--- src/rtl/sr_prebias_pkg.sv ---
package sr_prebias_pkg;

    typedef int unsigned uint_t;

    typedef enum logic [2:0] {
        PH_HIGH,
        PH_GAP_A,
        PH_LOW,
        PH_GAP_B,
        PH_IDLE
    } phase_e;

    typedef struct packed {
        logic hs;
        logic ls;
    } gates_t;

    function automatic uint_t min_u(input uint_t a, input uint_t b);
        return (a < b) ? a : b;
    endfunction

    function automatic uint_t clamp_u(input uint_t v, input uint_t lo, input uint_t hi);
        if (v < lo) return lo;
        if (v > hi) return hi;
        return v;
    endfunction

endpackage

--- src/rtl/sr_period_timer.sv ---
module sr_period_timer
    import sr_prebias_pkg::*;
#(
    parameter int PERIOD = 40,
    parameter int TICK_W = 8
) (
    input  logic              clk,
    input  logic              rst,
    input  logic              start,
    output logic [TICK_W-1:0] cnt
);
    localparam uint_t LAST = uint_t'(PERIOD - 1);

    always_ff @(posedge clk) begin
        if (rst) begin
            cnt <= TICK_W'(LAST);
        end else if (start) begin
            cnt <= '0;
        end else if (uint_t'(cnt) < LAST) begin
            cnt <= cnt + TICK_W'(1);
        end
    end

endmodule

--- src/rtl/sr_ramp_ctrl.sv ---
module sr_ramp_ctrl
    import sr_prebias_pkg::*;
#(
    parameter int PERIOD       = 40,
    parameter int DEAD         = 2,
    parameter int MIN_ON       = 4,
    parameter int MAX_DUTY_PCT = 90,
    parameter int LS_INIT      = 3,
    parameter int LS_STEP      = 4,
    parameter int TICK_W       = 8
) (
    input  logic              clk,
    input  logic              rst,
    input  logic              start,
    input  logic [TICK_W-1:0] hs_cmd,
    input  logic              ref_above_fb,
    input  logic              ss_active,
    output logic              run,
    output logic [TICK_W-1:0] ton,
    output logic [TICK_W-1:0] ls_width
);
    localparam uint_t MAX_ON = uint_t'(PERIOD * MAX_DUTY_PCT / 100);
    localparam uint_t LS_CAP = uint_t'(PERIOD - 2 * DEAD);

    logic              ss_q;
    logic              rel_q;
    logic              run_q;
    logic [TICK_W-1:0] ton_q;
    logic [TICK_W-1:0] lsw_q;
    logic              ss_rise;
    uint_t             ton_next;
    uint_t             lsw_grow;

    assign ss_rise = ss_active & ~ss_q;

    always_comb begin
        ton_next = clamp_u(uint_t'(hs_cmd), uint_t'(MIN_ON), MAX_ON);
        lsw_grow = min_u(uint_t'(lsw_q) + uint_t'(LS_STEP), LS_CAP);
    end

    always_ff @(posedge clk) begin
        if (rst) begin
            ss_q  <= 1'b0;
            rel_q <= 1'b0;
            run_q <= 1'b0;
            ton_q <= TICK_W'(MIN_ON);
            lsw_q <= '0;
        end else begin
            ss_q <= ss_active;
            if (ss_rise) begin
                rel_q <= 1'b0;
                run_q <= 1'b0;
                lsw_q <= '0;
            end else if (start) begin
                ton_q <= TICK_W'(ton_next);
                if (rel_q) begin
                    run_q <= 1'b1;
                    lsw_q <= TICK_W'(lsw_grow);
                end else if (ref_above_fb) begin
                    rel_q <= 1'b1;
                    run_q <= 1'b1;
                    lsw_q <= TICK_W'(min_u(uint_t'(LS_INIT), LS_CAP));
                end else begin
                    run_q <= 1'b0;
                end
            end
        end
    end

    assign run      = run_q;
    assign ton      = ton_q;
    assign ls_width = TICK_W'(min_u(uint_t'(lsw_q), LS_CAP - uint_t'(ton_q)));

endmodule

--- src/rtl/sr_gate_decode.sv ---
module sr_gate_decode
    import sr_prebias_pkg::*;
#(
    parameter int DEAD   = 2,
    parameter int TICK_W = 8
) (
    input  logic [TICK_W-1:0] cnt,
    input  logic              run,
    input  logic [TICK_W-1:0] ton,
    input  logic [TICK_W-1:0] ls_width,
    output gates_t            gates
);
    phase_e phase;
    uint_t  c;
    uint_t  hs_end;
    uint_t  gap_end;
    uint_t  ls_end;

    always_comb begin
        c       = uint_t'(cnt);
        hs_end  = uint_t'(ton);
        gap_end = hs_end + uint_t'(DEAD);
        ls_end  = gap_end + uint_t'(ls_width);
        if (!run)              phase = PH_IDLE;
        else if (c < hs_end)   phase = PH_HIGH;
        else if (c < gap_end)  phase = PH_GAP_A;
        else if (c < ls_end)   phase = PH_LOW;
        else                   phase = PH_GAP_B;
        gates.hs = (phase == PH_HIGH);
        gates.ls = (phase == PH_LOW);
    end

endmodule

--- src/rtl/sr_prebias_seq.sv ---
module sr_prebias_seq
    import sr_prebias_pkg::*;
#(
    parameter int PERIOD       = 40,
    parameter int DEAD         = 2,
    parameter int MIN_ON       = 4,
    parameter int MAX_DUTY_PCT = 90,
    parameter int LS_INIT      = 3,
    parameter int LS_STEP      = 4,
    parameter int TICK_W       = 8
) (
    input  logic              clk,
    input  logic              rst,
    input  logic              period_start,
    input  logic [TICK_W-1:0] hs_on_ticks,
    input  logic              ref_above_fb,
    input  logic              ss_active,
    output logic              hs_gate,
    output logic              ls_gate
);
    logic [TICK_W-1:0] cnt;
    logic              run;
    logic [TICK_W-1:0] ton;
    logic [TICK_W-1:0] ls_width;
    gates_t            gates;

    sr_period_timer #(
        .PERIOD (PERIOD),
        .TICK_W (TICK_W)
    ) u_timer (
        .clk   (clk),
        .rst   (rst),
        .start (period_start),
        .cnt   (cnt)
    );

    sr_ramp_ctrl #(
        .PERIOD       (PERIOD),
        .DEAD         (DEAD),
        .MIN_ON       (MIN_ON),
        .MAX_DUTY_PCT (MAX_DUTY_PCT),
        .LS_INIT      (LS_INIT),
        .LS_STEP      (LS_STEP),
        .TICK_W       (TICK_W)
    ) u_ramp (
        .clk          (clk),
        .rst          (rst),
        .start        (period_start),
        .hs_cmd       (hs_on_ticks),
        .ref_above_fb (ref_above_fb),
        .ss_active    (ss_active),
        .run          (run),
        .ton          (ton),
        .ls_width     (ls_width)
    );

    sr_gate_decode #(
        .DEAD   (DEAD),
        .TICK_W (TICK_W)
    ) u_decode (
        .cnt      (cnt),
        .run      (run),
        .ton      (ton),
        .ls_width (ls_width),
        .gates    (gates)
    );

    assign hs_gate = gates.hs;
    assign ls_gate = gates.ls;

endmodule

--- config.mk ---
export PLATFORM = sky130hd
export DESIGN_NAME = sr_prebias_seq
export DESIGN_NICKNAME = d
export VERILOG_FILES = /design/src/rtl/sr_prebias_pkg.sv /design/src/rtl/sr_period_timer.sv /design/src/rtl/sr_ramp_ctrl.sv /design/src/rtl/sr_gate_decode.sv /design/src/rtl/sr_prebias_seq.sv
export SDC_FILE = /design/constraint.sdc
export NUM_CORES = 1
export LEC_CHECK = 0
export ABC_AREA = 1
export BUFFER_PORTS_ARGS = -buffer_cell sky130_fd_sc_hd__buf_4
export CAP_MARGIN = 20
export CORE_ASPECT_RATIO = 0.9
export CORE_MARGIN = 2
export CORE_UTILIZATION = 30
export DETAILED_ROUTE_END_ITERATION = 10
export PLACE_DENSITY = 0.56
export SLEW_MARGIN = 20
export SYNTH_ARGS = -nofsm -noshare
export SYNTH_HDL_FRONTEND = slang
export SYNTH_SLANG_ARGS = --single-unit
--- constraint.sdc ---
create_clock -name clk -period 6.8 [get_ports clk]
set_input_delay 2.04 -clock clk [delete_from_list [all_inputs] [get_ports clk]]
set_output_delay 2.04 -clock clk [all_outputs]
set_load 0.05 [all_outputs]
# Yosys cells after proc, flatten, opt, wreduce, memory -nomap -nowiden
# Index checks and enable logic that the tools add are counted.
# Widths: inputs -> output; s select.
# totals
elab_cells	49
latchBits	0
ram_bits	0
n_memories	0
reg_bits	26
output_inout_bits	2
mem_bits_ro	0
in_bits	13
# classes
n_bitwise	3
n_mux	19
magnitude_cmp	8
div_mod_pow	0
add_sub_neg	5
eq_ne	1
multipliers	0
n_reduce_logical	7
shifts	0
# op_table
operator	n
$lt 8x32->1	2
$mux 8	6
$add 32x8->32	1
$mux 6	3
$mux 3	4
$add 8x2->9 const B	1
$add 8x3->9 const B	1
$lt 8x9->1	1
$lt 9x6->1 const B	1
$sub 6x8->9 const A	1
$add 8x1->8 const B	1
$gt 8x6->1 const B	1
$lt 8x3->1 const B	1
$lt 8x6->1 const B	1
$lt 8x8->1	1
$mux 1	6
$reduce_and 2->1	2
$reduce_bool 2->1	2
$reduce_or 2->1	2
$eq 3x2->1 const B	1
$logic_not 3->1	1
$not 1->1	2
$and 1x1->1	1

# Depth between registers and ports, before layout
# logic_depth
word_depth	10
mapped_depth	30
depth_no_buf	30

# Modules after synthesis
# A second synthesis with hierarchy kept.
# hier_totals
cells_unflattened	415
hier_area_um2	2658.8
# modules_own_cells
mod	cells_per_inst	seq_area_each_um2	n_inst	area_each_um2
sr_ramp_ctrl	182	340.3	1	1206.2
sr_gate_decode	174	0.0	1	1053.5
sr_period_timer	59	160.2	1	399.1

# Least setup slack after synthesis
# No wires, ideal clock.
# synth_path
path_type	reg2out
from	register u_ramp.ton_q[1] (netlist: u_ramp.ton[1])
to	output ls_gate
path_slack_ns	0.215
required_time_ns	4.760
arrival_ns	4.545
stages_incl_launch_ff	27
path_buffers	0
cell_sequence	dfxtp_1 > inv_1 > ha_1 > or2_4 > a21oi_4 > xor2_1 > ha_1 > nand2_1 > o21a_1 > nand2_1 > nand2_8 > nand2_4 > nand2_1 > inv_1 > ha_1 > inv_1 > fa_1 > nand3b_1 > nand2_1 > a31oi_1 > xor2_1 > ha_1 > nand2_1 > o21ai_0 > a21oi_1 > nor2_1 > nor2_1
# synth_via
elab_chain_len	10
word_cells_on_any_way	13
classes_between	3 x add/sub; 4 x order compare; 1 x eq/ne; 5 x mux
# synth_lines
element	line_no	rtl
from (decl)	sr_ramp_ctrl.sv:28	logic [TICK_W-1:0] ton_q;
from (signal assigned)	sr_ramp_ctrl.sv:46	ton_q <= TICK_W'(MIN_ON);
from (signal assigned)	sr_ramp_ctrl.sv:55	ton_q <= TICK_W'(ton_next);
$sub 6x8->9	sr_ramp_ctrl.sv:72	assign ls_width = TICK_W'(min_u(uint_t'(lsw_q), LS_CAP - uint_t'(ton_q)));
$lt 8x32->1	sr_prebias_pkg.sv:19	return (a < b) ? a : b;
$mux 8	sr_prebias_pkg.sv:19	
$add 32x8->32	sr_gate_decode.sv:23	ls_end = gap_end + uint_t'(ls_width);
$lt 8x32->1	sr_gate_decode.sv:27	else if (c < ls_end) phase = PH_LOW;
$mux 1	sr_gate_decode.sv:27	
$mux 3	sr_gate_decode.sv:26	else if (c < gap_end) phase = PH_GAP_A;
$mux 3 (*)	sr_gate_decode.sv:25	else if (c < hs_end) phase = PH_HIGH;
$mux 3 (*)	sr_gate_decode.sv:24	if (!run) phase = PH_IDLE;
$eq 3x2->1 (*)	sr_gate_decode.sv:30	gates.ls = (phase == PH_LOW);
to (decl)	sr_prebias_seq.sv:19	output logic ls_gate
# Every way passes the cells marked *; elsewhere a longest branch is shown, timed or not.

# Worst setup path after layout
# layout_path
from	register u_ramp.ton_q[0] (netlist: u_ramp.ton[0])
to	output ls_gate
# Same word-level chain as after synthesis.

==> impl_metrics.csv <==
group,metric,value,unit
status,status,"finished clean",
yosys,syn_area,0.00251,mm2
floorplan,start_util,31.1,%
placed_design,dp_hpwl,5200,um
yosys,syn_nets,431,
global_route,grt-ovfl-total,0,
critical_path,worst_ep_required_time,4.76,ns
floorplan,die_area,0.00910,mm2
route,num_vias,2337,
hold_path,hp-class,"reg2reg",
timing,worstMarginPinSlew,0.546,ns
yosys,yosysWarnings,0,
clocking,hold_buffers,0,
critical_path,crit_type,"reg2out",
global_route,grt.total_usage,13.8,%
critical_path,cp-endpoint,"ls_gate",
pwr,power.total,0.369,mW
pwr,power.density,128,mW/mm2
final_layout,diodes,0,
final_layout,final_nets,458,
critical_path,critPathMaxFanout,10,
route,ant_nets,0,
yosys,async_reset_ff_share,0,%
yosys,synth.ff_latch_count,25,
timing,finalSetupTns,0,ns
route,dr.pass1.iters,4,
clocking,cts_buffers,3,
placed_design,place_area,0.00274,mm2
yosys,synth_cell_types,33,
timing,fin_skew,0.00347,ns
route,drt-wirelength-per-cell,12.2,um
final_layout,fillers,869,
global_route,grt_max_degree,15,
floorplan,fp.dieH,90.7,um
timing,setup_viol,0,
clocking,clk_path_buf_depth,2,
timing,slew_headroom,63.2,%
global_route,grt_pass1_wl,10300,um
floorplan,die_x,100,um
critical_path,reg2reg_setup_slack,5.13,ns
global_route,antenna_found_initial,0,
critical_path,timing.rr.end,"u_ramp.lsw_q[0]",
pwr,power.leakage,1.43,nW
critical_path,crit_start,"u_ramp.ton[0]",
timing,min_period_over_period,95.2,%
floorplan,io_pins,15,
critical_path,crit_path_end_kind,"primary output",
critical_path,cp-start-kind,"flip-flop",
critical_path,cp.arrival,4.44,ns
timing,min_period,6.48,ns
floorplan,core_area,0.00807,mm2
yosys,synth-edff-count,0,
run,drv_cap,0,
yosys,ys_seq_area_share,20.0,%
timing,fmax,154,MHz
yosys,syn_inst,376,
route,wirelength,6110,um
timing,final_max_slew_viol_count,0,
route,drt-initial-drc-count,83,
timing,hold_violations,0,
timing,setup_ws,0.324,ns
critical_path,reg2reg_depth,9,
final_layout,fin_area,0.00289,mm2
clocking,clkLatencyLatePin,0.27,ns
yosys,ys.flop_type,"dfxtp_1",
pwr,peakVddDrop,0.000101,V
clocking,clkTransAtPathRegs,0.09,ns
route,remaining_drc_errors,0,
final_layout,drive_gt1_share,12.2,%
placed_design,gp_congestion,0.878,
route,viasPerCell,4.66,
placed_design,dpl_worst_slack,0.350,ns
global_route,grt_pass1_vias,2134,
clocking,cts-root-buf,"clkbuf_8",
clocking,cts_max_level,1,
timing,rsz0062_at_grt,"no",
clocking,clock_sinks,25,
floorplan,rows,31,
critical_path,r2r-start,"u_ramp.lsw_q[2]",
placed_design,io_buffers,14,
clocking,cts_tree,"yes",
yosys,avgSynthCellArea,6.67,um2
final_layout,area_delta_synth_final,15.3,%
-- metrics by stage --
stage | hold slack (ns) | cells | utilization [%]
after detailed placement | 0.505 | 489 | 34.0
after global placement | 0.505 | 489 | 34.0
after floorplan | 0.456 | 376 | -
after CTS | 0.520 | 493 | 34.6
after global routing | 0.555 | 501 | 35.8
final | 0.517 | 501 | 35.8
-- cell families after synthesis --
logic type	count (synthesis)	synth area share, %
buffers and inverters	58	8.74
AOI/OAI and AO/OA	59	13.0
adders and majority gates	42	21.3
DFF	25	20.0
and+or+nand+nor	175	31.1
xor gates and xnor gates	17	5.94
-- layout make-up --
cell class	count	area [um2]	share of cell area, %
clock buffer	3	41.3	1.43
clock inverter	1	5.00	0.173
inverter	56	210	7.28
multi-input combinational	293	1820	63.0
sequential	25	504	17.5
tap	99	124	4.29
timing repair buffer	24	184	6.37
-- registers in the layout (all words and copies together) (netlist names) --
register	flops
u_ramp.rel_q	1
u_ramp.ton	8
u_timer.cnt	8
u_ramp.lsw_q	7
u_ramp.ss_q	1
-- synth_stat cells (2+ instances only) --
cell       n  area share, %
nand4_1    3           0.75
nor2_1    34            5.1
xor2_1    12            4.2
nand2_1   96             14
o21a_1     2           0.60
ha_1      41             20
a31oi_1    3           0.75
o21ai_1    2           0.40
xnor2_1    5            1.7
nor3_1     6            1.2
nand3b_1   5            1.5
nand3_1   22            4.4
dfxtp_1   25             20
inv_1     54            8.1
o21ai_0   17            3.4
a21o_1     2           0.60
inv_2      2           0.30
a21oi_1   30            6.0
-- where the power goes --
| group | internal [mW] | total [mW] | switching (mW) |
|---|---|---|---|
| Sequential | 0.151 | 0.159 | 0.00787 |
| Combinational | 0.0521 | 0.123 | 0.0706 |
| Clock | 0.0409 | 0.0877 | 0.0468 |
| Total | 0.244 | 0.369 | 0.125 |
-- worst min path at each step --
stage                         start               to  cells past startpoint
finish              u_ramp.lsw_q[7]  u_ramp.lsw_q[7]                      2
global route          u_ramp.ton[0]    u_ramp.ton[0]                      2
CTS                 u_ramp.lsw_q[7]  u_ramp.lsw_q[7]                      2
detailed placement  u_ramp.lsw_q[7]  u_ramp.lsw_q[7]                      2
global placement    u_ramp.lsw_q[0]  u_ramp.lsw_q[0]                      2
floorplan           u_ramp.lsw_q[7]  u_ramp.lsw_q[7]                      2
-- routing by layer --
metal,global-route usage [%],vias to the layer above,share of wire (%)
li1,-,1276,-
met1,22.6,1012,54
met2,19.5,47,40
met3,0.929,2,4.8
met4,2.17,0,0.44
met5,0,-,0
-- placed cells by master, fill, tap and decap left out, drive strengths merged, types with 12 or more instances in the layout --
master,count
nand2,99
inv,56
ha,41
nor2,35
a21oi,31
dfxtp,25
buf,24
nand3,22
o21ai,19
xor2,12
-- what timing repair did --
item	in CTS	in global routing
endpoints found under the setup margin	0	1
endpoints found under the hold margin	0	0
resized for setup	0	13
setup buffers	0	8
-- critical path: stages (launching register included) --
cell and delay, ns:
dfxtp_4 0.37, inv_1 0.07, ha_1 0.23, or2_4 0.27, a21oi_4 0.16, xor2_1 0.09
ha_1 0.28, nand2_1 0.07, o21a_1 0.22, nand2_4 0.11, nand2_8 0.08, nand2_4 0.07
nand2_1 0.05, inv_1 0.05, ha_2 0.18, inv_1 0.05, fa_2 0.34, nand3b_1 0.18
nand2_2 0.10, a31oi_1 0.09, xor2_1 0.15, ha_1 0.28, nand2_1 0.08, o21ai_0 0.09
a21oi_1 0.14, nor2_1 0.06, nor2_1 0.13, buf_6 0.17
Power figures use the tool's default switching activity.
